--- config.mk ---
export PLATFORM = sky130hd
export DESIGN_NAME = net_router_core
export DESIGN_NICKNAME = d
export VERILOG_FILES = /design/src/rtl/nr_pkg.sv /design/src/rtl/nr_ingress.sv /design/src/rtl/nr_track_search.sv /design/src/rtl/nr_occupancy.sv /design/src/rtl/net_router_core.sv
export SDC_FILE = /design/constraint.sdc
export NUM_CORES = 1
export LEC_CHECK = 0
export BUFFER_PORTS_ARGS = -buffer_cell sky130_fd_sc_hd__clkbuf_2
export CORE_MARGIN = 10
export CORE_UTILIZATION = 45
export CTS_CLUSTER_DIAMETER = 30
export DETAILED_ROUTE_END_ITERATION = 10
export GPL_ROUTABILITY_DRIVEN = 0
export GPL_TIMING_DRIVEN = 0
export PLACE_DENSITY = 0.69
export SYNTH_ARGS = -nofsm -noshare
export SYNTH_HDL_FRONTEND = slang
export SYNTH_SLANG_ARGS = --single-unit
--- constraint.sdc ---
create_clock -name clk -period 7.9 [get_ports clk]
set_input_delay 1.975 -clock clk [delete_from_list [all_inputs] [get_ports clk]]
set_output_delay 1.975 -clock clk [all_outputs]
set_load 0.005 [all_outputs]
--- src/rtl/nr_pkg.sv ---
package nr_pkg;

  typedef enum logic [1:0] {
    ST_PLACED = 2'd0,
    ST_NOFIT  = 2'd1,
    ST_SKIP   = 2'd2,
    ST_REJECT = 2'd3
  } nr_status_e;

  // index of the unordered side pair (lo < hi) among all pairs
  function automatic int nr_pair_index(input int lo, input int hi, input int sides);
    return (lo * (2 * sides - lo - 1)) / 2 + (hi - lo - 1);
  endfunction

  // configuration bit of switch (lo track tl, hi track th)
  function automatic int nr_cfg_index(input int lo, input int hi, input int tl,
                                      input int th, input int sides, input int tracks);
    return nr_pair_index(lo, hi, sides) * (3 * tracks - 2) + 2 * tl + th;
  endfunction

endpackage

--- src/rtl/nr_ingress.sv ---
module nr_ingress #(
  parameter int NUM_SIDES = 7,
  parameter int SIDE_W    = 3
) (
  input  logic              clk,
  input  logic              rst_n,
  input  logic              accept,
  input  logic              advance,
  input  logic [SIDE_W-1:0] side_a,
  input  logic [SIDE_W-1:0] side_b,
  output logic              s1_valid,
  output logic [SIDE_W-1:0] s1_lo,
  output logic [SIDE_W-1:0] s1_hi,
  output logic              s1_skip,
  output logic              s1_bad
);

  logic [SIDE_W-1:0] lo_c, hi_c;
  logic              skip_c, bad_c;

  always_comb begin
    if (side_a < side_b) begin
      lo_c = side_a;
      hi_c = side_b;
    end else begin
      lo_c = side_b;
      hi_c = side_a;
    end
    skip_c = (side_a == side_b);
    bad_c  = (int'(side_a) >= NUM_SIDES) || (int'(side_b) >= NUM_SIDES);
  end

  always_ff @(posedge clk) begin
    if (!rst_n) begin
      s1_valid <= 1'b0;
    end else if (accept) begin
      s1_valid <= 1'b1;
    end else if (advance) begin
      s1_valid <= 1'b0;
    end
  end

  always_ff @(posedge clk) begin
    if (!rst_n) begin
      s1_lo   <= '0;
      s1_hi   <= '0;
      s1_skip <= 1'b0;
      s1_bad  <= 1'b0;
    end else if (accept) begin
      s1_lo   <= lo_c;
      s1_hi   <= hi_c;
      s1_skip <= skip_c;
      s1_bad  <= bad_c;
    end
  end

  // a held net that is neither skipped nor rejected has ordered sides
  a_r2_lo_below_hi: assert property (@(posedge clk) disable iff (!rst_n)
    (s1_valid && !s1_skip && !s1_bad) |-> (s1_lo < s1_hi));

endmodule

--- src/rtl/nr_track_search.sv ---
module nr_track_search #(
  parameter int TRACKS = 3,
  parameter int TRK_W  = 2
) (
  input  logic [TRACKS-1:0] row_lo,
  input  logic [TRACKS-1:0] row_hi,
  output logic              found,
  output logic [TRK_W-1:0]  trk_lo,
  output logic [TRK_W-1:0]  trk_hi
);

  // higher-side row padded with taken terminals at track -1 and track TRACKS
  logic [TRACKS+1:0] hi_pad;
  assign hi_pad = {1'b1, row_hi, 1'b1};

  always_comb begin
    found  = 1'b0;
    trk_lo = '0;
    trk_hi = '0;
    for (int j = 0; j < TRACKS; j++) begin
      for (int m = 0; m < 3; m++) begin
        if (!found && !row_lo[j] && !hi_pad[j + m]) begin
          found  = 1'b1;
          trk_lo = TRK_W'(j);
          trk_hi = TRK_W'(j + m - 1);
        end
      end
    end
  end

endmodule

--- src/rtl/nr_occupancy.sv ---
module nr_occupancy
  import nr_pkg::*;
#(
  parameter int NUM_SIDES = 7,
  parameter int TRACKS    = 3,
  parameter int SIDE_W    = 3,
  parameter int TRK_W     = 2,
  parameter int NUM_SW    = 147,
  localparam int CNT_W    = $clog2(TRACKS + 1),
  localparam int CFG_IW   = (NUM_SW > 1) ? $clog2(NUM_SW) : 1
) (
  input  logic              clk,
  input  logic              rst_n,
  input  logic              clr,
  input  logic              upd_en,
  input  logic [SIDE_W-1:0] upd_lo,
  input  logic [SIDE_W-1:0] upd_hi,
  input  logic [TRK_W-1:0]  upd_tl,
  input  logic [TRK_W-1:0]  upd_th,
  input  logic [SIDE_W-1:0] rd_lo,
  input  logic [SIDE_W-1:0] rd_hi,
  output logic [TRACKS-1:0] row_lo,
  output logic [TRACKS-1:0] row_hi,
  output logic              full_lo,
  output logic              full_hi,
  output logic [NUM_SW-1:0] cfg_bits
);

  logic [NUM_SIDES-1:0][TRACKS-1:0] occ_w;
  logic [NUM_SIDES-1:0][CNT_W-1:0]  cnt_w;
  logic [NUM_SW-1:0]                cfg_q;

  for (genvar s = 0; s < NUM_SIDES; s++) begin : g_side
    logic [TRACKS-1:0] occ_r;
    logic [CNT_W-1:0]  cnt_r;
    logic              hit_lo, hit_hi;
    logic [TRK_W-1:0]  trk;

    assign hit_lo = upd_en && (int'(upd_lo) == s);
    assign hit_hi = upd_en && (int'(upd_hi) == s);
    assign trk    = hit_lo ? upd_tl : upd_th;

    always_ff @(posedge clk) begin
      if (!rst_n || clr) begin
        occ_r <= '0;
        cnt_r <= '0;
      end else if (hit_lo || hit_hi) begin
        occ_r <= occ_r | (TRACKS'(1) << trk);
        cnt_r <= cnt_r + CNT_W'(1);
      end
    end

    assign occ_w[s] = occ_r;
    assign cnt_w[s] = cnt_r;

    // the side counter always agrees with the terminals taken on that side
    a_r4_count_tracks: assert property (@(posedge clk) disable iff (!rst_n)
      cnt_r == CNT_W'($countones(occ_r)));
  end

  logic [SIDE_W-1:0] rl, rh;
  assign rl = (int'(rd_lo) < NUM_SIDES) ? rd_lo : '0;
  assign rh = (int'(rd_hi) < NUM_SIDES) ? rd_hi : '0;

  assign row_lo  = occ_w[rl];
  assign row_hi  = occ_w[rh];
  assign full_lo = (cnt_w[rl] == CNT_W'(TRACKS));
  assign full_hi = (cnt_w[rh] == CNT_W'(TRACKS));

  logic [CFG_IW-1:0] bit_idx;
  assign bit_idx = CFG_IW'(nr_cfg_index(int'(upd_lo), int'(upd_hi), int'(upd_tl),
                                        int'(upd_th), NUM_SIDES, TRACKS));

  always_ff @(posedge clk) begin
    if (!rst_n || clr) begin
      cfg_q <= '0;
    end else if (upd_en) begin
      cfg_q <= cfg_q | (NUM_SW'(1) << bit_idx);
    end
  end

  assign cfg_bits = cfg_q;

  // a placement only ever takes two terminals that were free
  a_r6_fresh_terminals: assert property (@(posedge clk) disable iff (!rst_n)
    upd_en |-> (!occ_w[upd_lo][upd_tl] && !occ_w[upd_hi][upd_th]));

  // a clear cycle leaves an empty map and vector
  a_r9_clear_wipes: assert property (@(posedge clk) disable iff (!rst_n)
    clr |=> (cfg_q == '0 && occ_w == '0));

  // without a placement or a clear nothing in the state moves
  a_r3_hold_state: assert property (@(posedge clk) disable iff (!rst_n)
    (!upd_en && !clr) |=> ($stable(cfg_q) && $stable(occ_w)));

endmodule

--- src/rtl/net_router_core.sv ---
module net_router_core
  import nr_pkg::*;
#(
  parameter int NUM_SIDES = 7,
  parameter int TRACKS    = 3,
  localparam int SIDE_W   = (NUM_SIDES > 1) ? $clog2(NUM_SIDES + 1) : 1,
  localparam int TRK_W    = (TRACKS > 1) ? $clog2(TRACKS) : 1,
  localparam int NUM_SW   = (NUM_SIDES * (NUM_SIDES - 1) / 2) * (3 * TRACKS - 2)
) (
  input  logic              clk,
  input  logic              rst_n,
  input  logic              clr,
  input  logic              in_valid,
  output logic              in_ready,
  input  logic [SIDE_W-1:0] in_side_a,
  input  logic [SIDE_W-1:0] in_side_b,
  output logic              out_valid,
  input  logic              out_ready,
  output logic [SIDE_W-1:0] out_side_lo,
  output logic [SIDE_W-1:0] out_side_hi,
  output logic [TRK_W-1:0]  out_trk_lo,
  output logic [TRK_W-1:0]  out_trk_hi,
  output logic [1:0]        out_status,
  output logic [NUM_SW-1:0] cfg_bits
);

  logic              s1_valid, s1_skip, s1_bad;
  logic [SIDE_W-1:0] s1_lo, s1_hi;
  logic              out_free, accept, advance;

  assign out_free = !out_valid || out_ready;
  assign advance  = s1_valid && out_free;
  assign in_ready = (!s1_valid || out_free) && !clr;
  assign accept   = in_valid && in_ready;

  nr_ingress #(.NUM_SIDES(NUM_SIDES), .SIDE_W(SIDE_W)) u_ingress (
    .clk      (clk),
    .rst_n    (rst_n),
    .accept   (accept),
    .advance  (advance),
    .side_a   (in_side_a),
    .side_b   (in_side_b),
    .s1_valid (s1_valid),
    .s1_lo    (s1_lo),
    .s1_hi    (s1_hi),
    .s1_skip  (s1_skip),
    .s1_bad   (s1_bad)
  );

  logic [TRACKS-1:0] row_lo, row_hi;
  logic              full_lo, full_hi;
  logic              found;
  logic [TRK_W-1:0]  fit_lo, fit_hi;
  logic              upd_en;
  nr_status_e        st_c;

  nr_track_search #(.TRACKS(TRACKS), .TRK_W(TRK_W)) u_search (
    .row_lo (row_lo),
    .row_hi (row_hi),
    .found  (found),
    .trk_lo (fit_lo),
    .trk_hi (fit_hi)
  );

  always_comb begin
    if (s1_bad)                 st_c = ST_REJECT;
    else if (s1_skip)           st_c = ST_SKIP;
    else if (full_lo || full_hi) st_c = ST_REJECT;
    else if (found)             st_c = ST_PLACED;
    else                        st_c = ST_NOFIT;
  end

  assign upd_en = advance && (st_c == ST_PLACED);

  nr_occupancy #(
    .NUM_SIDES (NUM_SIDES),
    .TRACKS    (TRACKS),
    .SIDE_W    (SIDE_W),
    .TRK_W     (TRK_W),
    .NUM_SW    (NUM_SW)
  ) u_occ (
    .clk      (clk),
    .rst_n    (rst_n),
    .clr      (clr),
    .upd_en   (upd_en),
    .upd_lo   (s1_lo),
    .upd_hi   (s1_hi),
    .upd_tl   (fit_lo),
    .upd_th   (fit_hi),
    .rd_lo    (s1_lo),
    .rd_hi    (s1_hi),
    .row_lo   (row_lo),
    .row_hi   (row_hi),
    .full_lo  (full_lo),
    .full_hi  (full_hi),
    .cfg_bits (cfg_bits)
  );

  nr_status_e out_st_q;

  always_ff @(posedge clk) begin
    if (!rst_n) begin
      out_valid   <= 1'b0;
      out_side_lo <= '0;
      out_side_hi <= '0;
      out_trk_lo  <= '0;
      out_trk_hi  <= '0;
      out_st_q    <= ST_PLACED;
    end else if (advance) begin
      out_valid   <= 1'b1;
      out_side_lo <= s1_lo;
      out_side_hi <= s1_hi;
      out_trk_lo  <= (st_c == ST_PLACED) ? fit_lo : '0;
      out_trk_hi  <= (st_c == ST_PLACED) ? fit_hi : '0;
      out_st_q    <= st_c;
    end else if (out_ready) begin
      out_valid   <= 1'b0;
    end
  end

  assign out_status = out_st_q;

  // a stalled result is held
  a_r1_hold_while_stalled: assert property (@(posedge clk) disable iff (!rst_n)
    (out_valid && !out_ready) |=> (out_valid && $stable(out_side_lo) && $stable(out_side_hi)
      && $stable(out_trk_lo) && $stable(out_trk_hi) && $stable(out_status)));

  // a placed result uses neighbouring tracks on two ordered sides
  a_r5_neighbour_tracks: assert property (@(posedge clk) disable iff (!rst_n)
    (out_valid && out_status == 2'd0) |->
      ((out_side_lo < out_side_hi) &&
       ((out_trk_lo == out_trk_hi) || (out_trk_lo + TRK_W'(1) == out_trk_hi)
        || (out_trk_hi + TRK_W'(1) == out_trk_lo))));

  // a clear is only issued with no request in flight
  a_r9_clear_only_idle: assert property (@(posedge clk) disable iff (!rst_n)
    clr |-> !s1_valid);

  // a held request reaches the output at the next free edge
  a_r10_issue_next: assert property (@(posedge clk) disable iff (!rst_n)
    (s1_valid && out_free) |=> out_valid);

endmodule

# Word-level counts from Yosys, hierarchy flattened
# Index checks and enable logic that the tools add are counted.
[totals]
output_inout_bits = 161
elab_cells = 193
register_bits = 204
input_bits = 11
[classes]
n_addsub = 15
shifts = 8
magnitude_cmp = 7
reduce_logical = 64
mux = 47
bitwise_logic = 9
eq_ne = 15
multipliers = 2
[op_table]
columns = ["cell", "n"]
rows = [
  ["$or 147x147->147", 1],
  ["$shl 1x8->147 const A", 1],
  ["$sub 32x2->32 const B", 2],
  ["$mux 2", 23],
  ["$add 32x1->32", 1],
  ["$add 32x32->32", 1],
  ["$mul 32x4->8 const B", 1],
  ["$mul 4x32->32", 1],
  ["$logic_and 1x1->1", 31],
  ["$eq 3x3->1 const B", 8],
  ["$or 3x3->3", 7],
  ["$shl 1x2->3 const A", 7],
  ["$bmux 3 s3", 2],
  ["$mux 3", 6],
  ["$logic_not 1->1", 16],
  ["$add 2x1->2 const B", 7],
  ["$mux 1", 14],
  ["$bmux 2 s3", 2],
  ["$eq 3x2->1 const B", 4],
  ["$logic_or 1x1->1", 12],
  ["$add 8x3->8", 1],
  ["$add 8x4->8", 1],
  ["$lt 3x4->1 const B", 2],
  ["$ge 3x3->1 const B", 2],
  ["other kinds (10)", 14],
]

# Depth between registers and ports, before layout
[depth]
ltp_word = 41
mapped_depth = 34
ltp_nobuf = 31

# Modules after synthesis
# Synthesis repeated with hierarchy kept, for this count alone.
[unflattened]
cells_unflattened = 1533
area_unflattened_um2 = 12330.6
[modules_own_cells]
columns = ["mod", "seq_area_each_um2", "cells_each", "area_per_inst_um2", "n_inst"]
rows = [
  ["nr_occupancy", 3643.5, 1403, 11198.2, 1],
  ["net_router_core", 260.2, 64, 545.5, 1],
  ["nr_ingress", 180.2, 54, 500.5, 1],
  ["nr_track_search", 0.0, 12, 86.3, 1],
]

# Worst setup path before layout
# No wires, ideal clock.
[synth_timing]
path_kind = "register to register"
start = "reg u_ingress.s1_lo[0]"
end = "reg u_occ.cfg_q[67], in the netlist u_occ.cfg_bits[67]"
n_path_buf = 2
period_less_slack_ns = 7.240
t_arrival_ns = 7.179
setup_slack_ns = 0.660
required_time_ns = 7.839
setup_time_ns = 0.061
stages_incl_launch_ff = 33
path_cell_list = "dfxtp_1 buf_2 inv_1 buf_2 ha_1 xor2_1 xnor2_1 and2_1 ha_1 fa_1 inv_1 fa_1 xor2_1 ha_1 inv_1 ha_1 a21o_1 nand2_1 nand3b_1 xor2_1 ha_1 inv_1 fa_1 inv_1 ha_1 xor2_1 xnor2_1 xnor2_1 xnor3_1 xnor2_2 xor2_2 nor3_1 a22o_1"
[synth_via]
elab_chain_len = 37
elab_cells_between_ends = 67
cone_classes = "add/sub (8); mul (2); order compare (1); eq/ne (1); shift (1); mux (27); bitwise (2); reduce/logical (25)"
[synth_rtl]
columns = ["element", "line_no", "rtl"]
rows = [
  ["start: declaration", "nr_ingress.sv:12", "output logic [SIDE_W-1:0] s1_lo,"],
  ["start signal: assignment", "nr_ingress.sv:50", "s1_lo <= lo_c;"],
  ["branches (longest 37 deep; another with $sub 32x2->32)", "n/a", ""],
  ["end signal: assignment", "nr_occupancy.sv:78", "cfg_q <= cfg_q | (NUM_SW'(1) << bit_idx);"],
  ["end: declaration", "nr_occupancy.sv:31", "logic [NUM_SW-1:0] cfg_q;"],
]
# Several ways; the timed one is not identified. The select of a mux whose other input is x is not followed.
# A chain may end at the register's enable or synchronous reset.

# Worst setup path in the final report
[layout_timing]
start = "reg u_ingress.s1_lo[0]"
end = "reg u_occ.cfg_q[87], in the netlist u_occ.cfg_bits[87]"
# Same word-level chain as after synthesis.

==> metrics.yaml <==
logic_synthesis:
  synth_simple_gate_area_frac: 0.165
  synth-compound-area-share: 0.211
  synthMuxAreaShare: 0.0302
  synth_top_family_by_area: "compound AO/OA/AOI/OAI gates"
  synth_seq_cells: 204
  synth.distinct_cells: 81
  yosys_warnings: 0
  synth.avg_cell_area_um2: 9.26
  synth-xor-area-share: 0.0410
  synth_edf_count: 0
  ys_seq_area_frac: 0.403
  netlist_instances: 1095
  ys.flop_type: "dfxtp_1"
  syn-cell-area_mm2: 0.0101
  async_flop_share: 0
  synthAdderAreaFrac: 0.101
timing:
  finalCriticalPeriod_ns: 7.57
  timing.fmax_ghz: 0.132
  slew_headroom: 0.193
  hold_slack_ns: 0.448
  setup_viol: 0
  worst_slew_pin_slew_ns: 1.21
  fin_crit_sh: 0.958
  hold_viol: 0
  skew_ns: 0.0324
  fin_ws_ns: 0.334
  slew_viol_final: 0
detailed_routing:
  wire_per_inst_um: 19.2
  drtAntennaViolNets: 0
  route.final.wire_length_mm: 31.0
  drtIter0Drc: 781
  via_per_inst: 5.62
  drt_pass1_iterations: 5
  drc_errors: 0
  vias: 9092
status:
  outcome: "complete, no violations"
clock_network:
  root_buffer: "clkbuf_16"
  clk_latency_ns: 0.52
  clkTransAtPathRegs_ns: 0.06
  htree_num_levels: 2
  clock_sinks: 204
  clockBufferDepth: 3
  cts_buffers: 36
  cts_hold_buffers: 0
  cts_tree: "yes"
setup_path:
  reg2regPathDepth: 33
  crit_slowest_cell: "fa_1"
  cp_common_cell: "inv_1"
  critPathLaunchType: "flop"
  end_kind: "flop"
  cp.required_ns: 8.36
  cpPeakStageDelay_ns: 0.58
  crit_type: "flop to flop"
  critPathMaxFanout: 11
  crit_arrival_ns: 8.02
grt:
  grt_pass1_vias: 8898
  grt_pass1_wl_mm: 48.3
  grt_max_degree: 13
  track_usage: 0.207
  antenna_found_initial: 0
  overflow: 0
final_layout:
  fin_cells: 1618
  final_common_cell: "dfxtp_1"
  nets: 1395
  n_fill_cell: 1920
  final_core_util: 0.588
  syn_to_final_growth_pct: 27.7
  regArea_mm2: 0.00409
  multi_input_area_mm2: 0.00584
  drive_above_1_share: 0.251
  final_cell_mix: "dfxtp_1 (202), clkbuf_2 (171), nand2_1 (139)"
  antennaDiodeCount: 0
die:
  die_y_um: 170
  start_util: 0.461
  ioPinCount: 172
  core.rowCount: 54
  dieArea_mm2: 0.0289
  die_w_um: 170
  core_mm2: 0.0220
place:
  portBuffers: 171
  dp_hpwl_mm: 22.0
  dp_cells: 1547
  place_worst_setup_slack_ns: -0.396
run:
  cap_violations: 0
worst_hold_path:
  hold-path-cell-count: 2
  hp-class: "flop to flop"
## path summary, 6_finish.rpt
check                                                      from                               to  slack (ns)
worst min register to register  u_occ.cfg_bits[37]$_SDFFE_PP0P_  u_occ.cfg_bits[37]$_SDFFE_PP0P_        0.45
worst min-delay path            u_occ.cfg_bits[37]$_SDFFE_PP0P_  u_occ.cfg_bits[37]$_SDFFE_PP0P_        0.45
worst max register to register  u_ingress.s1_lo[0]$_SDFFE_PN0P_  u_occ.cfg_bits[87]$_SDFFE_PP0P_        0.33
worst max-delay path            u_ingress.s1_lo[0]$_SDFFE_PN0P_  u_occ.cfg_bits[87]$_SDFFE_PP0P_        0.33
## critical path, delay by kind of cell, from the launching register on
kind,cells,cell delay (ns)
DFF,1,0.38
adders and majority gates,10,3.54
AOI/OAI and AO/OA,3,0.58
xor gates and xnor gates,7,1.26
and+or+nand+nor,4,0.66
buffers and inverters,9,1.09
## cells in the mapped netlist, types with 7 or more instances
cell type  instances  area share
nand3_1           29       0.014
nor2b_1           13      0.0080
clkbuf_1          36       0.013
fa_1              15       0.030
o21ai_2           11      0.0095
nor3_1            19      0.0094
a21o_1             7      0.0052
a211oi_1           7      0.0052
and2_1            16      0.0099
o21ai_0           70       0.035
xor2_1            20       0.017
a22o_1            68       0.059
o211a_1            7      0.0069
a21boi_0          12      0.0089
inv_1             58       0.021
nand2_1          142       0.053
ha_1              58       0.072
nand4_1            9      0.0056
o21ai_1           27       0.013
nor3_4             7       0.011
o31ai_1            8      0.0059
mux2i_1           16       0.016
o21a_1             8      0.0059
nor2_1            51       0.019
a21oi_1           36       0.018
dfxtp_1          204        0.40
xnor2_1           13       0.011
buf_2             10      0.0049
## sequential cells by signal (all words and copies together), names as in the netlist
name / cells
out_side_hi: 3
out_trk_lo: 2
u_ingress.s1_valid: 1
u_occ.g_side.cnt_r: 14
out_trk_hi: 2
out_side_lo: 3
out_valid: 1
u_ingress.s1_bad: 1
u_ingress.s1_hi: 3
u_ingress.s1_lo: 3
out_status: 2
u_ingress.s1_skip: 1
u_occ.cfg_bits: 147
u_occ.g_side.occ_r: 21
## through the flow
step / cell area [µm²] / setup TNS [ns]
detailed placement: 11400 / -32.95
finish: 12900 / 0
global placement: 11400 / -16.08
CTS: 12800 / 0
global route: 12900 / -0.0285
floorplan: 10100 / 0
## cell type report
class / instances / share of cell area
Buffer: 54 / 0.0208
Timing Repair Buffer: 177 / 0.0715
Inverter: 60 / 0.0177
Tap cell: 280 / 0.0271
Multi-Input combinational cell: 778 / 0.451
Clock buffer: 45 / 0.0745
Sequential cell: 204 / 0.316
Clock inverter: 20 / 0.0213
## routing by layer
metal | share of wire | global-route usage | up-vias
li1 | - | - | 4338
met1 | 0.41 | 0.257 | 4308
met2 | 0.49 | 0.350 | 372
met3 | 0.071 | 0.0377 | 74
met4 | 0.030 | 0.0755 | 0
met5 | 0 | 0 | -
## cells by family after synthesis
family | count (synthesis)
AOI/OAI and AO/OA | 305
muxes | 26
DFF | 204
adders and majority gates | 73
xor gates and xnor gates | 39
buffers and inverters | 115
other | 2
and+or+nand+nor | 331
## what timing repair did
action                     CTS  global route
buffers inserted             2             4
pin swaps                    5             3
cloned                       1             0
setup endpoints to repair  147           147
resized for setup           33            25
Power is not shown: default switching activity piles up to over one toggle a cycle in this logic, so the estimate is an artifact.
